**src/rtl/lbist_pkg.sv**
```systemverilog
// Shared types for the leakage self-test controller.
package lbist_pkg;
    typedef enum logic [2:0] {
        ST_IDLE,
        ST_SETA,
        ST_CNTA,
        ST_SETB,
        ST_CNTB,
        ST_CALC,
        ST_DONE
    } lbist_state_e;
endpackage

```
**src/rtl/lbist_seq.sv**
```systemverilog
// Run sequencer: steps through settle, count A, settle, count B, compute, done.
// Assumes total_* >= 1; settle of 0 skips the settle state.
module lbist_seq
    import lbist_pkg::*;
#(
    parameter int SET_W = 6,
    parameter int N_W   = 12
) (
    input  logic             clk,
    input  logic             rst_n,
    input  logic             start,
    input  logic [SET_W-1:0] settle_live,
    input  logic [N_W-1:0]   total_live,
    input  logic [SET_W-1:0] settle_held,
    input  logic [N_W-1:0]   total_held,
    output lbist_state_e     state,
    output logic             go,
    output logic             end_a
);
    logic [SET_W-1:0] settle_left;
    logic [N_W-1:0]   samp_left;

    // accept a request only when no run is in progress
    always_comb go = start && (state == ST_IDLE || state == ST_DONE);
    // last sample of window A
    always_comb end_a = (state == ST_CNTA) && (samp_left == N_W'(1));

    // state and interval counters
    always_ff @(posedge clk) begin
        if (!rst_n) begin
            state       <= ST_IDLE;
            settle_left <= '0;
            samp_left   <= '0;
        end else begin
            case (state)
                ST_IDLE, ST_DONE: begin
                    if (go) begin
                        settle_left <= settle_live;
                        samp_left   <= total_live;
                        state       <= (settle_live != '0) ? ST_SETA : ST_CNTA;
                    end
                end
                ST_SETA, ST_SETB: begin
                    if (settle_left == SET_W'(1)) begin
                        state <= (state == ST_SETA) ? ST_CNTA : ST_CNTB;
                    end else begin
                        settle_left <= settle_left - SET_W'(1);
                    end
                end
                ST_CNTA: begin
                    if (samp_left == N_W'(1)) begin
                        settle_left <= settle_held;
                        samp_left   <= total_held;
                        state       <= (settle_held != '0) ? ST_SETB : ST_CNTB;
                    end else begin
                        samp_left <= samp_left - N_W'(1);
                    end
                end
                ST_CNTB: begin
                    if (samp_left == N_W'(1)) state <= ST_CALC;
                    else samp_left <= samp_left - N_W'(1);
                end
                ST_CALC: state <= ST_DONE;
                default: state <= ST_IDLE;
            endcase
        end
    end


    calc_to_done_chk: assert property (@(posedge clk) disable iff (!rst_n)
        state == ST_CALC |=> state == ST_DONE);


    busy_start_ignored_chk: assert property (@(posedge clk) disable iff (!rst_n)
        (state != ST_IDLE && state != ST_DONE && state != ST_CALC && start)
            |=> (state != ST_IDLE && state != ST_DONE));
endmodule

```
**src/rtl/lbist_stim.sv**
```systemverilog
// Stimulus player: walks the latched pattern modulo its period, inverts in
// phase B and routes the bit to one of two integrator inputs.
// Assumes period_q is in 1..PAT_W.
module lbist_stim #(
    parameter int PAT_W = 16,
    parameter int PER_W = 5
) (
    input  logic             clk,
    input  logic             rst_n,
    input  logic             restart,
    input  logic             active,
    input  logic             invert,
    input  logic             route_q,
    input  logic [PAT_W-1:0] pattern_q,
    input  logic [PER_W-1:0] period_q,
    output logic             stim_int1,
    output logic             stim_int2
);
    localparam int IDX_W = (PAT_W > 1) ? $clog2(PAT_W) : 1;

    logic [IDX_W-1:0] idx;
    logic             bit_now;

    // pattern position, cleared at the start of each phase
    always_ff @(posedge clk) begin
        if (!rst_n || restart) idx <= '0;
        else if (active) idx <= (PER_W'(idx) == period_q - PER_W'(1)) ? '0 : idx + IDX_W'(1);
    end

    // current stimulus bit and its routing
    always_comb begin
        bit_now   = active && (pattern_q[idx] ^ invert);
        stim_int1 = bit_now && !route_q;
        stim_int2 = bit_now && route_q;
    end


    idx_range_chk: assert property (@(posedge clk) disable iff (!rst_n)
        active |-> PER_W'(idx) < period_q);
endmodule

```
**src/rtl/lbist_accum.sv**
```systemverilog
// Signed +1/-1 accumulator for the modulator bitstream; clear has priority.
// Assumes the width holds the longest window.
module lbist_accum #(
    parameter int ACC_W = 13
) (
    input  logic                    clk,
    input  logic                    rst_n,
    input  logic                    clear,
    input  logic                    en,
    input  logic                    bit_in,
    output logic signed [ACC_W-1:0] acc,
    output logic signed [ACC_W-1:0] acc_next
);
    // value including the current sample
    always_comb acc_next = en ? acc + (bit_in ? ACC_W'(1) : {ACC_W{1'b1}}) : acc;

    // running count
    always_ff @(posedge clk) begin
        if (!rst_n || clear) acc <= '0;
        else acc <= acc_next;
    end


    step_chk: assert property (@(posedge clk) disable iff (!rst_n)
        (en && !clear) |=> (acc - $past(acc) == ACC_W'(1) || $past(acc) - acc == ACC_W'(1)));
endmodule

```
**src/rtl/leak_bist_ctrl.sv**
```systemverilog
// Integrator leakage self-test top: latches configuration at start, plays the
// stimulus twice (normal, inverted), counts the bitstream and forms results.
// Assumes mod_bit is synchronous to clk.
module leak_bist_ctrl
    import lbist_pkg::*;
#(
    parameter int PAT_W  = 16,
    parameter int NPER_W = 8,
    parameter int SET_W  = 6,
    localparam int PER_W = $clog2(PAT_W + 1),
    localparam int N_W   = $clog2(PAT_W) + NPER_W,
    localparam int ACC_W = N_W + 1,
    localparam int RES_W = N_W + 3
) (
    input  logic                    clk,
    input  logic                    rst_n,
    input  logic                    start,
    input  logic [PAT_W-1:0]        pattern_in,
    input  logic [PER_W-1:0]        period_in,
    input  logic [NPER_W-1:0]       nper_in,
    input  logic [SET_W-1:0]        settle_in,
    input  logic                    route_int2,
    input  logic                    mod_bit,
    output logic                    stim_int1,
    output logic                    stim_int2,
    output logic                    busy,
    output logic                    done,
    output logic signed [ACC_W-1:0] count_pos,
    output logic signed [ACC_W-1:0] count_neg,
    output logic signed [RES_W-1:0] diff_out,
    output logic signed [RES_W-1:0] sum_out
);
    lbist_state_e             state;
    logic                     go, end_a;
    logic [PER_W-1:0]         period_eff, period_q;
    logic [NPER_W-1:0]        nper_eff;
    logic [N_W-1:0]           total_live, total_q;
    logic [SET_W-1:0]         settle_q;
    logic [PAT_W-1:0]         pattern_q;
    logic                     route_q;
    logic signed [ACC_W-1:0]  acc, acc_next, a_q;
    logic signed [RES_W-1:0]  a_ext, b_ext, two_n;

    // clamp the programmed period and period count
    always_comb begin
        if (period_in == '0) period_eff = PER_W'(1);
        else if (period_in > PER_W'(PAT_W)) period_eff = PER_W'(PAT_W);
        else period_eff = period_in;
        nper_eff   = (nper_in == '0) ? NPER_W'(1) : nper_in;
        total_live = N_W'(nper_eff) * N_W'(period_eff);
    end

    // configuration captured when a run is accepted
    always_ff @(posedge clk) begin
        if (!rst_n) begin
            pattern_q <= '0;
            period_q  <= PER_W'(1);
            total_q   <= N_W'(1);
            settle_q  <= '0;
            route_q   <= 1'b0;
        end else if (go) begin
            pattern_q <= pattern_in;
            period_q  <= period_eff;
            total_q   <= total_live;
            settle_q  <= settle_in;
            route_q   <= route_int2;
        end
    end

    lbist_seq #(.SET_W(SET_W), .N_W(N_W)) u_seq (
        .clk(clk), .rst_n(rst_n), .start(start),
        .settle_live(settle_in), .total_live(total_live),
        .settle_held(settle_q), .total_held(total_q),
        .state(state), .go(go), .end_a(end_a)
    );

    lbist_stim #(.PAT_W(PAT_W), .PER_W(PER_W)) u_stim (
        .clk(clk), .rst_n(rst_n), .restart(go || end_a),
        .active(state inside {ST_SETA, ST_CNTA, ST_SETB, ST_CNTB}),
        .invert(state inside {ST_SETB, ST_CNTB}),
        .route_q(route_q), .pattern_q(pattern_q), .period_q(period_q),
        .stim_int1(stim_int1), .stim_int2(stim_int2)
    );

    lbist_accum #(.ACC_W(ACC_W)) u_acc (
        .clk(clk), .rst_n(rst_n), .clear(go || end_a),
        .en(state == ST_CNTA || state == ST_CNTB), .bit_in(mod_bit),
        .acc(acc), .acc_next(acc_next)
    );

    // handshake flags
    always_comb begin
        busy = state inside {ST_SETA, ST_CNTA, ST_SETB, ST_CNTB, ST_CALC};
        done = (state == ST_DONE);
    end

    // sign-extended operands for the result arithmetic
    always_comb begin
        a_ext = RES_W'(a_q);
        b_ext = RES_W'(acc);
        two_n = $signed({2'b00, total_q, 1'b0});
    end

    // phase-A count holding register
    always_ff @(posedge clk) begin
        if (!rst_n) a_q <= '0;
        else if (end_a) a_q <= acc_next;
    end

    // result registers, written only in the compute cycle
    always_ff @(posedge clk) begin
        if (!rst_n) begin
            count_pos <= '0;
            count_neg <= '0;
            diff_out  <= '0;
            sum_out   <= '0;
        end else if (state == ST_CALC) begin
            count_pos <= a_q;
            count_neg <= acc;
            diff_out  <= a_ext - b_ext;
            sum_out   <= a_ext + b_ext - two_n;
        end
    end


    no_overflow_chk: assert property (@(posedge clk) disable iff (!rst_n)
        busy |-> (RES_W'(acc) <= $signed({2'b00, total_q, 1'b0}) >>> 1
                  && RES_W'(acc) >= -($signed({2'b00, total_q, 1'b0}) >>> 1)));


    results_hold_chk: assert property (@(posedge clk) disable iff (!rst_n)
        state != ST_CALC |=> ($stable(count_pos) && $stable(count_neg)
                              && $stable(diff_out) && $stable(sum_out)));


    route_excl_chk: assert property (@(posedge clk) disable iff (!rst_n)
        (route_q ? !stim_int1 : !stim_int2));
endmodule

```
**config.mk**
```make
export PLATFORM = sky130hd
export DESIGN_NAME = leak_bist_ctrl
export DESIGN_NICKNAME = d
export VERILOG_FILES = /design/src/rtl/lbist_pkg.sv /design/src/rtl/lbist_seq.sv /design/src/rtl/lbist_stim.sv /design/src/rtl/lbist_accum.sv /design/src/rtl/leak_bist_ctrl.sv
export SDC_FILE = /design/constraint.sdc
export NUM_CORES = 1
export LEC_CHECK = 0
export BUFFER_PORTS_ARGS = -buffer_cell sky130_fd_sc_hd__buf_2
export CAP_MARGIN = 15
export CORE_ASPECT_RATIO = 1.5
export CORE_UTILIZATION = 55
export CTS_BUF_LIST = sky130_fd_sc_hd__clkbuf_8
export DETAILED_ROUTE_END_ITERATION = 12
export PLACE_DENSITY = 0.76
export SLEW_MARGIN = 20
export SYNTH_ARGS = -nofsm -noshare
export SYNTH_HDL_FRONTEND = slang
export SYNTH_SLANG_ARGS = --single-unit
```
**constraint.sdc**
```tcl
create_clock -name clk -period 4.9 [get_ports clk]
set_input_delay 0.49 -clock clk [delete_from_list [all_inputs] [get_ports clk]]
set_output_delay 0.49 -clock clk [all_outputs]
set_load 0.03 [all_outputs]
```
Word-level counts from Yosys, hierarchy flattened. Index checks and enable logic that the tools add are counted.

Flip-flop bits (word level): 147. Input bits: 40. Output and inout port bits: 60. Logic and storage cells: 92.

$add $sub $neg: 8. Multipliers: 1. $lt $le $gt $ge: 2. Equality and inequality tests: 15. Mux-type cells: 24. Bitwise logic cells: 1. Reductions and logical operators: 26.

Operators by type and width (count): $mux W12 (3); $pmux W12 S3 (1); $mux W13 (2); $mux W3 (6); $mux W6 (3); $pmux W6 S3 (1); $pmux W3 S5 (1); $sub A14 B14 Y15 (1); $add A13 B13 Y14 (1); $sub A13 B13 Y14 (1); $add A13 B13 Y13 (1); $eq A12 B1 Y1 const B (1); $mul A8 B5 Y12 (1); $reduce_bool A6 Y1 (2); $sub A12 B1 Y12 const B (1); $mux W5 (2); $eq A3 B3 Y1 const B (3); $logic_not A8 Y1 (1); $mux W8 (1); $reduce_and A4 Y1 (2); $eq A3 B2 Y1 const B (2); $eq A6 B1 Y1 const B (1); $ne A2 B1 Y1 const B (3); $ne A2 B2 Y1 const B (3); other kinds (23) (33).

Logic depth before layout (Yosys ltp).
Depth after elaboration: 6. Mapped depth: 16. Mapped depth without buffers: 16.

Modules after synthesis. From an unflattened synthesis, not the netlist that was laid out.

Cells, all modules: 1190. Area total of the unflattened synthesis: 10136.0 um^2.

By module, submodules not included: leak_bist_ctrl (instances 1, cells an instance 774, area an instance 6747.7 um^2, seq. area each 2142.1 um^2); lbist_seq (instances 1, cells an instance 234, area an instance 1791.7 um^2, seq. area each 420.4 um^2); lbist_accum (instances 1, cells an instance 135, area an instance 1126.1 um^2, seq. area each 260.2 um^2); lbist_stim (instances 1, cells an instance 47, area an instance 470.5 um^2, seq. area each 80.1 um^2).

Worst setup path after synthesis. No wires, ideal clock.

Path kind: in2reg. Start: input port period_in[4]. End: register total_q[11]. Data arrival time: 4.434 ns. Required time: 4.772 ns. Setup slack: 0.337 ns. Stages: 15. Path buffers: 1. Path through: clkbuf_1 -> nor2b_1 -> and2_1 -> fa_1 -> fa_1 -> inv_1 -> fa_1 -> inv_1 -> ha_1 -> and3_1 -> a2111oi_0 -> o211ai_1 -> xor2_1 -> o21ai_0 -> a21oi_1.

Longest elaborated chain between the ends: 4. Elaborated cells on any way between the ends: 5. Classes of those cells: 1 x mul; 1 x order compare; 2 x mux; 1 x reduce/logical.

Ends and longest elaborated chain: from (decl) (line leak_bist_ctrl.sv:19) `input logic [PER_W-1:0] period_in,`; $gt A5 B5 Y1 (line leak_bist_ctrl.sv:47) `else if (period_in > PER_W'(PAT_W)) period_eff = PER_W'(PAT_W);`; $mux W5 (line leak_bist_ctrl.sv:47); $mux W5 (*) (line leak_bist_ctrl.sv:46) `if (period_in == '0) period_eff = PER_W'(1);`; $mul A8 B5 Y12 (*) (line leak_bist_ctrl.sv:50) `total_live = N_W'(nper_eff) * N_W'(period_eff);`; to (signal assigned) (line leak_bist_ctrl.sv:64) `total_q <= total_live;`; to (decl) (line leak_bist_ctrl.sv:37) `logic [N_W-1:0] total_live, total_q;`.

Every way passes the cells marked *; elsewhere a longest branch is shown, timed or not. A chain may end at the register's enable or synchronous reset.

Worst setup path after layout.
Start: input port nper_in[4]. End: register total_q[11].

Longest elaborated chain between the ends: 3.

Ends and longest elaborated chain: from (decl) (line leak_bist_ctrl.sv:20) `input logic [NPER_W-1:0] nper_in,`; $logic_not A8 Y1 (line leak_bist_ctrl.sv:49) `nper_eff = (nper_in == '0) ? NPER_W'(1) : nper_in;`; $mux W8 (*) (line leak_bist_ctrl.sv:49); $mul A8 B5 Y12 (*) (line leak_bist_ctrl.sv:50).

Marks and branches as above.

==> reports/metrics.csv <==
stage;metric;value;unit
outcome;status;finished clean;
synth;sequential-to-total area share from yosys stat;30.2;%
placed_design;RePlAce Congestion;0.889;
worst_setup_path;critical path arrival;4.50;ns
layout;nets@finish;1422;
clocking;postcts setup bufs;0;
global_route;first-pass GRT wire length;37500;um
die;Die Width;110;um
layout;fin util;62.9;%
route;total wire length;23100;um
route;antenna viol nets, final;0;
placed_design;# port buffers;99;
route;Vias;8672;
worst_setup_path;CP endpoint kind;flip-flop;
clocking;Worst-Skew Late Latency;0.46;ns
worst_setup_path;Setup CP Type;in2reg;
synth;post-synthesis register bit count;145;
min_path;WHS Endpoint;pattern_q[14];
die;num rows;58;
worst_setup_path;worst path cell trace;buf_2 > nor4_1 > a21oi_1 > nand2b_1 > fa_1 > fa_1 > fa_1 > inv_1 > ha_1 > and3_1 > a2111oi_0 > buf_4 > o211ai_1 > xor2_1 > o21ai_0 > a21oi_1;
min_path;WHS Path Cells;3;
placed_design;hpwl dp;17400;um
worst_setup_path;Buf+Inv Stages, Crit Path;3;
clocking;clk buf depth;2;
clocking;clock root buffer;clkbuf_8;
timing;Slew Limit Fails;0;
synth;largest family of logic cells by synthesized area;simple AND/OR/NAND/NOR gates;
worst_setup_path;slowest cell on the critical path;fa_1;
flow_run;Max Cap Viol;0;
worst_setup_path;crit start category;input pin;
route;Via density;5.75;
synth;Syn Inst Count;1212;
clocking;post-CTS resize count;0;
layout;Seq. cell area;0.00290;mm^2
timing;Hold Slack;0.264;ns
timing;fin crit period;4.17;ns
clocking;TritonCTS Buffers;17;
die;io pins;100;
synth;Post-Syn Area;0.00962;mm^2
worst_setup_path;worst reg-to-reg setup slack;1.89;ns
global_route;GRT overflow;0;
global_route;total track usage;26.6;%
timing;Slew HR;29.7;%
layout;area of the multi-input gates;0.00613;mm^2
global_route;antenna violations before repair;0;
die;Core Box Area;0.0169;mm^2
worst_setup_path;CP dominant cell by count;fa_1;
worst_setup_path;r2r startpoint;u_acc.acc[2];
worst_setup_path;reg2reg path depth;10;
power_and_ir_drop;Leakage;4.59;nW
synth;compound-gate portion of the synthesized area;21.4;%
timing;f_max;240;MHz
timing;Worst Skew;0.0125;ns
worst_setup_path;Top Family by Delay on Critical Path;adder cells;
timing;setup violators final;0;
clocking;H-tree depth;4;
power_and_ir_drop;P per Cell Area;509;mW/mm^2
timing;final hold viol count;0;
worst_setup_path;max incr delay on CP;0.55;ns
min_path;Hold WC Path Type;in2reg;
synth;Synth warnings;0;
route;drt drc;0;
synth;Cell variety after synth;79;
route;DR iter-0 viols;578;
clocking;CTS clk-pin slew, worst paths;0.08;ns
die;die height;164;um
synth;mux share of post-synthesis cell area;2.20;%
die;die area;0.0180;mm^2
synth;Post-Syn Area per Cell;7.94;um^2
global_route;vias in the first global route;8028;
route;drt wl/cell;15.3;um
power_and_ir_drop;VDD IR max;0.299;mV
timing;worst slew pin tran;1.05;ns
worst_setup_path;Worst R2R End;sum_out[14];
clocking;Post-CTS Hold Buffers;0;
synth;area share of fa/ha/maj cells after synthesis;15.1;%
die;Initial Util;56.9;%
timing;final period utilization;85.1;%
synth;Synth async-reset ratio;0;%
layout;Area growth syn-to-layout;10.6;%
clocking;Sink Count;145;
synth;Synth Area in XOR/XNOR;3.19;%
global_route;largest net degree at the start of global routing;64;
synth;Mapped Nets;1349;
worst_setup_path;Req. time, crit path;5.23;ns
layout;share of cells above drive strength 1;13.3;%
timing;Post-Route Setup TNS;0;ns
power_and_ir_drop;total power;0.00542;W
synth;top_reg_cell synth;dfxtp_1;
synth;Post-synth EDFFs;0;
timing;RSZ-0062 raised after global routing;false;
route;DRT Pass-1 Iters;6;
min_path;hold_sp;pattern_in[14];
worst_setup_path;CP Launch Point;nper_in[4];
synth;Post-Synth Simple-Gate Area;21.7;%
clocking;CTS tree;done;
worst_setup_path;worst-path maximum fanout;6;
layout;FILL cells;1594;
==> metal layers <==
layer | vias up | track usage, % | share of wire [%]
met1 | 4044 | 29.2 | 41
met4 | 0 | 10.5 | 2.8
li1 | 4372 | - | -
met5 | - | 0 | 0
met2 | 208 | 49.5 | 53
met3 | 48 | 4.56 | 3.7
==> where the power goes <==
part           switching [W]  internal, W
Sequential          0.000253      0.00138
Combinational        0.00172      0.00111
Clock               0.000455     0.000501
==> synth_stat cells, drive strengths merged (4+ instances only) <==
master | count | share of area [%]
nand2 | 191 | 7.4
ha | 65 | 8.5
o31ai | 9 | 0.70
nand3 | 29 | 1.5
xnor2 | 19 | 1.7
dfxtp | 145 | 30
a221oi | 8 | 0.73
buf | 17 | 0.99
mux4 | 4 | 0.94
o21bai | 4 | 0.31
xor2 | 16 | 1.5
and4 | 5 | 0.45
nor2b | 12 | 0.78
o21ai | 51 | 2.7
or2 | 6 | 0.39
a21oi | 128 | 6.7
nor2 | 81 | 3.2
o21a | 11 | 0.86
nand2b | 17 | 1.1
fa | 32 | 6.7
a31oi | 11 | 0.72
a22o | 6 | 0.55
a21o | 18 | 1.4
o211ai | 14 | 1.1
nand4 | 10 | 0.71
mux2i | 11 | 1.1
and2 | 28 | 1.8
nor3 | 29 | 1.6
or3 | 9 | 0.58
nor4 | 9 | 0.58
a211oi | 24 | 1.9
clkbuf | 43 | 1.8
and3 | 8 | 0.52
inv | 90 | 3.5
==> cells in the final DEF (no fill, tap or decap), types with 6 or more instances in the layout <==
cell type,count
buf_4,14
xor2_1,16
o211ai_1,14
buf_2,99
inv_1,90
nor4_1,9
o21a_1,11
and3_1,8
mux2i_1,11
ha_1,65
fa_1,32
or3_1,9
a221oi_1,8
nand2_1,190
nand3_1,29
a22o_1,6
xnor2_1,19
nor3_1,28
nor2_1,79
nand2b_1,17
o21ai_0,47
nand4_1,9
nor2b_1,12
dfxtp_1,145
and2_1,27
a21o_1,17
o31ai_1,9
a211oi_1,23
a31oi_1,11
or2_2,6
a21oi_1,128
clkbuf_8,21
==> stage by stage <==
stage / instances / instance area, um^2 / worst slack, ns
floorplan: 1212 / 9620 / 0.337
finish: 1508 / 10600 / 0.728
global route: 1507 / 10600 / 0.341
CTS: 1506 / 10600 / 0.745
detailed placement: 1475 / 10200 / 0.270
global placement: 1475 / 10200 / 0.368
==> worst min-delay path: stages <==
cell and delay, ns:
buf_2 0.09, nand2_1 0.04, a21oi_1 0.05
==> layout make-up <==
cell class | count | share of cell area (%)
antenna | 1 | 0.0235
clock inverter | 10 | 1.02
tap | 210 | 2.47
clock buffer | 21 | 2.72
multi-input combinational | 917 | 57.6
sequential | 145 | 27.3
inverter | 90 | 3.19
timing repair buffer | 114 | 5.71
==> flip-flops by register name, summed over array words and instances, names as in the netlist <==
signal             count
pattern_q             16
diff_out              14
sum_out               14
a_q                   13
count_neg             13
count_pos             13
u_acc.acc             13
total_q               12
u_seq.samp_left       12
settle_q               6
u_seq.settle_left      6
period_q               5
u_stim.idx             4
u_seq.state            3
route_q                1
==> cell families (layout without fill, tap and decap cells) <==
logic type               Yosys count  in the layout
AND/OR/NAND/NOR                  446            446
AO/OA/AOI/OAI                    323            323
buffers and inverters            150            235
flip-flops                       145            145
adder cells (fa/ha/maj)           97             97
XOR/XNOR                          35             35
multiplexers                      16             16
other                              0              1
==> how the worst max path moves through the flow <==
stage	to	slack, ns	cells after the start
detailed placement	total_q[11]	0.27	16
global placement	total_q[11]	0.37	16
floorplan	total_q[11]	0.34	15
CTS	total_q[11]	0.75	16
global route	total_q[11]	0.34	16
finish	total_q[11]	0.73	16
Power figures use the tool's default switching activity.
